--- src/rtl/bl_chk_pkg.sv ---
// Package for the byte-lane pattern checker.
// Holds the pattern geometry and the constant pattern ROM function.
// Assumes one byte value per entry, replicated across the data word.
package bl_chk_pkg;
    localparam int ENTRIES    = 40;
    localparam int PAIR_BYTES = 8;
    localparam int WORD_BYTES = 4;
    localparam int IDX_W      = $clog2(ENTRIES);
    localparam int OFF_W      = $clog2(ENTRIES * PAIR_BYTES);

    // Expected byte value of pattern entry k.
    function automatic logic [7:0] pattern_byte(input logic [IDX_W-1:0] k);
        logic [7:0] b;
        case (k)
            6'd0:  b = 8'hFE;  6'd1:  b = 8'h7F;  6'd2:  b = 8'hBE;  6'd3:  b = 8'hDF;
            6'd4:  b = 8'hEE;  6'd5:  b = 8'hF7;  6'd6:  b = 8'hFA;  6'd7:  b = 8'hFD;
            6'd8:  b = 8'h00;  6'd9:  b = 8'h81;  6'd10: b = 8'h40;  6'd11: b = 8'h21;
            6'd12: b = 8'h10;  6'd13: b = 8'h09;  6'd14: b = 8'h04;  6'd15: b = 8'h03;
            6'd16: b = 8'h10;  6'd17: b = 8'h11;  6'd18: b = 8'hEE;  6'd19: b = 8'hEF;
            6'd20: b = 8'h10;  6'd21: b = 8'h11;  6'd22: b = 8'hEE;  6'd23: b = 8'hEF;
            6'd24: b = 8'h10;  6'd25: b = 8'hEF;  6'd26: b = 8'h10;  6'd27: b = 8'hEF;
            6'd28: b = 8'h10;  6'd29: b = 8'hEF;  6'd30: b = 8'h10;  6'd31: b = 8'hEF;
            6'd33: b = 8'hFF;  6'd35: b = 8'hFF;  6'd37: b = 8'hFF;
            default: b = 8'h00;
        endcase
        return b;
    endfunction
endpackage

--- src/rtl/bl_progress.sv ---
// Progress counter: entry index within a rank and rank number.
// Assumes ranks_q is 1..MAX_RANKS and is stable between clears.
module bl_progress
    import bl_chk_pkg::*;
#(
    parameter int MAX_RANKS = 4,
    localparam int RANK_W   = $clog2(MAX_RANKS + 1)
) (
    input  logic              clk,
    input  logic              rst_n,
    input  logic              clear,
    input  logic              advance,
    input  logic [RANK_W-1:0] ranks_q,
    output logic [IDX_W-1:0]  idx,
    output logic              last
);
    localparam logic [IDX_W-1:0] LAST_IDX = IDX_W'(ENTRIES - 1);

    logic [RANK_W-1:0] rank;
    logic              last_entry;

    // Decode the end of a rank and the end of the whole run.
    always_comb begin
        last_entry = (idx == LAST_IDX);
        last       = last_entry && (rank == ranks_q - RANK_W'(1));
    end

    // Step through the entries; restart the index at each new rank.
    always_ff @(posedge clk) begin
        if (!rst_n || clear) begin
            idx  <= '0;
            rank <= '0;
        end else if (advance) begin
            if (last_entry) begin
                idx  <= '0;
                rank <= rank + RANK_W'(1);
            end else begin
                idx  <= idx + IDX_W'(1);
            end
        end
    end

    p_idx_in_range_r6: assert property (@(posedge clk) disable iff (!rst_n)
        idx < IDX_W'(ENTRIES));

    p_hold_without_step_r7: assert property (@(posedge clk) disable iff (!rst_n)
        (!clear && !advance) |=> ($stable(idx) && $stable(rank)));
endmodule

--- config.mk ---
export PLATFORM = sky130hd
export DESIGN_NAME = bl_progress
export DESIGN_NICKNAME = d
export VERILOG_FILES = /design/src/rtl/bl_chk_pkg.sv /design/src/rtl/bl_progress.sv
export SDC_FILE = /design/constraint.sdc
export NUM_CORES = 1
export LEC_CHECK = 0
export BUFFER_PORTS_ARGS = -buffer_cell sky130_fd_sc_hd__buf_2
export CAP_MARGIN = 10
export CORE_AREA = 4 4 41 43
export CTS_BUF_LIST = sky130_fd_sc_hd__clkbuf_8
export DETAILED_ROUTE_END_ITERATION = 10
export DIE_AREA = 0 0 45 47
export GPL_ROUTABILITY_DRIVEN = 1
export SLEW_MARGIN = 40
export SYNTH_ARGS = -nofsm -noshare
export SYNTH_HDL_FRONTEND = slang
export SYNTH_SLANG_ARGS = --single-unit
export TNS_END_PERCENT = 10
--- constraint.sdc ---
create_clock -name clk -period 1.6 [get_ports clk]
set_input_delay 0 -clock clk [delete_from_list [all_inputs] [get_ports clk]]
set_output_delay 0 -clock clk [all_outputs]
set_load 0.02 [all_outputs]
==> results.sh <==
export IMPL_die_height_um=47
export IMPL_h_tree_depth=1
export IMPL_synth_mux_area_share_pct=4.124
export IMPL_maxCapViolations=0
export IMPL_wl_met3_um=48
export IMPL_slew_headroom_pct=78.35
export IMPL_critPathArrivalTime_ns=1.46
export IMPL_synth_xor_area_share_pct=12.63
export IMPL_clock_latency_ns=0.23
export IMPL_synth_adder_area_share_pct=7.732
export IMPL_dp_hpwl_um=735.1
export IMPL_drtIter0Drc=2
export IMPL_fmax_mhz=684.1
export IMPL_crit_family="simple AND/OR/NAND/NOR gates"
export IMPL_wl_met2_um=418
export IMPL_comb_power_share_pct=7.3
export IMPL_status="completed"
export IMPL_worstPathMaxFanout=7
export IMPL_final_setup_tns_ns=0
export IMPL_p_sw_mw=0.1089
export IMPL_dpl_worst_slack_ns=0.1949
export IMPL_drcViolationCount=0
export IMPL_critPathKind="reg2out"
export IMPL_slowest_stage="or3b_4"
export IMPL_timing_final_crit_share_pct=91.36
export IMPL_wl_per_cell_um=11.00
export IMPL_yosys_warnings=0
export IMPL_setup_ws_ns=0.1382
export IMPL_multi_input_area_um2=289.0
export IMPL_pin_count=14
export IMPL_cp_end_kind="primary output"
export IMPL_portBuffers=13
export IMPL_critPathMaxStageDelay_ns=0.45
export IMPL_placed_area_um2=569.3
export IMPL_timing_hold_violations_final=0
export IMPL_cts_sinks=9
export IMPL_clk_pin_slew_ns=0.04
export IMPL_row_count=13
export IMPL_start_util_pct=37.31
export IMPL_setup_violations=0
export IMPL_vias_per_cell=4.874
export IMPL_placeableCoreArea_mm2=0.001301
export IMPL_final_seq_area_um2=180.2
export IMPL_synthCells=57
export IMPL_ctsHoldBuffers=0
export IMPL_worst_pin_slew_ns=0.3248
export IMPL_power_frac_clock_pct=48.7
export IMPL_p_total_mw=0.5195
export IMPL_grt_max_degree=9
export IMPL_synth_top_family_by_area="simple AND/OR/NAND/NOR gates"
export IMPL_syn_area_um2=485.5
export IMPL_skew_ns=0.0004869
export IMPL_power_density_mw_per_mm2=842.1
export IMPL_cp_num_buf_inv=1
export IMPL_nets=83
export IMPL_critPathLaunchType="register"
export IMPL_internal_power_mw=0.4106
export IMPL_switching_share_pct=20.96
export IMPL_dr_pass1_iters=3
export IMPL_ys_types=23
export IMPL_diodes=0
export IMPL_die_area_mm2=0.002115
export IMPL_vias=424
export IMPL_critical_path_required_ns=1.60
export IMPL_seqPwrFrac_pct=44.0
export IMPL_syn_to_final_growth_pct=27.06
export IMPL_hold_slack_ns=0.08197
export IMPL_detail_route_antenna_nets=0
export IMPL_grt_usage_pct=10.54
export IMPL_antenna_found_initial=0
export IMPL_overflow=0
export IMPL_routed_top_layer="met4"
export IMPL_grt_pass1_vias=403
export IMPL_synth_compound_area_share_pct=10.05
export IMPL_wl_met1_um=475
export IMPL_layout_drive_gt1_share_pct=26.39
export IMPL_worstHoldPathType="in2reg"
export IMPL_synth_nets=67
export IMPL_rsz0062_at_grt="false"
export IMPL_ys_ff_latch=9
export IMPL_syn_area_per_cell_um2=8.517
export IMPL_ys_seq_area_share_pct=37.11
export IMPL_grt_first_pass_wirelength_um=1635
export IMPL_p_leak_nw=0.2678
export IMPL_die_w_um=45
export IMPL_wirelength_um=957
export IMPL_crit_chain="or3b_4 > nor4_2 > buf_2"
export IMPL_fin_area_um2=616.8
export IMPL_clockBufferDepth=2
export IMPL_synthSimpleGateAreaFrac_pct=23.20
export IMPL_cts_tree="built"
export IMPL_n_fill_cell=141
export IMPL_cts_root_buffer="clkbuf_8"
export IMPL_cts_made_buffers=3
export IMPL_ir_drop_mv=0.4720
export IMPL_period_minus_slack_ns=1.462
export IMPL_place_congestion=0.7346
export IMPL_final_max_slew_viol_count=0
-- state kept, by name, indices dropped and copies added, names as in the netlist --
name,cells
idx,6
rank,3
-- layout make-up --
cell class	instances	share of cell area [%]
inverter	3	1.826
clock buffer	3	6.694
timing repair buffer	14	11.76
multi-input combinational	42	46.86
clock inverter	1	0.6085
tap	15	3.043
sequential	9	29.21
-- worst reg2reg max path: stages (launching register included) --
cell     delay (ns)
dfxtp_1        0.35
or3b_4         0.45
or3_1          0.36
a21oi_1        0.14
-- logic make-up after synthesis --
| family | after synthesis |
|---|---|
| AND/OR/NAND/NOR | 22 |
| flip-flops | 9 |
| AO/OA/AOI/OAI | 8 |
| XOR/XNOR | 7 |
| buffers and inverters | 6 |
| adder cells (fa/ha/maj) | 3 |
| multiplexers | 2 |
-- cell usage in the layout, fill, tap and decap left out, drive strengths merged, types with 2 or more instances in the layout --
| cell | Yosys | final |
|---|---|---|
| o21ai | 3 | 3 |
| clkbuf | 1 | 3 |
| xor2 | 5 | 5 |
| nor2 | 4 | 4 |
| ha | 3 | 3 |
| inv | 3 | 4 |
| nand4 | 3 | 3 |
| mux2i | 2 | 2 |
| or3 | 3 | 3 |
| a21oi | 2 | 2 |
| nand2 | 6 | 6 |
| dfxtp | 9 | 9 |
| buf | 2 | 14 |
| xnor2 | 2 | 2 |
-- through the flow --
stage / std cells / utilization (%)
finish: 87 / 47.40
global route: 87 / 47.40
CTS: 87 / 47.21
detailed placement: 83 / 43.75
global placement: 83 / 43.75
floorplan: 57 / -
-- power by group through the flow --
stage | logic (mW) | clock network (mW) | registers [mW]
6_report | 0.0377 | 0.253 | 0.229
5_1_grt | 0.0420 | 0.269 | 0.229
4_1_cts | 0.0383 | 0.259 | 0.228
3_5_place_dp | 0.0380 | 0 | 0.232
3_3_place_gp | 0.0379 | 0 | 0.232
2_1_floorplan | 0.0242 | 0 | 0.234
-- what timing repair did --
item	4_1_cts	5_1_grt
gates resized for setup	0	1
setup endpoints to repair	0	1
setup buffers	0	0
-- metal layers --
metal  global-route usage [%]  vias up
met1                    13.53      183
met3                    1.149        2
li1                         -      228
met4                    7.018        0
met5                        0        -
met2                    16.67       11
-- cells in the mapped netlist (all sizes together) --
cell / number / share of area (%)
o31ai: 1 / 1.5
dfxtp: 9 / 37
nand4: 3 / 3.9
o2111ai: 1 / 1.8
nor2b: 1 / 1.3
or3: 3 / 3.9
mux2i: 2 / 4.1
or3b: 1 / 1.8
nand2b: 1 / 1.3
clkbuf: 1 / 0.77
nor4: 1 / 1.3
buf: 2 / 2.1
xnor2: 2 / 3.6
nand2: 6 / 4.6
xor2: 5 / 9.0
nor3: 1 / 1.0
nand3: 1 / 1.0
a211oi: 1 / 1.5
a21oi: 2 / 2.1
nor2: 4 / 3.1
inv: 3 / 2.3
o21ai: 3 / 3.1
ha: 3 / 7.7
-- worst paths after layout --
kind	start	to	slack (ns)	depth (start not counted)
worst max-delay path	idx[3]	last	0.14	3
worst min-delay path	advance	idx[0]	0.08	2
worst max register to register	idx[3]	rank[2]	0.24	3
worst min register to register	rank[1]	rank[1]	0.50	2
Power figures use the tool's default switching activity.
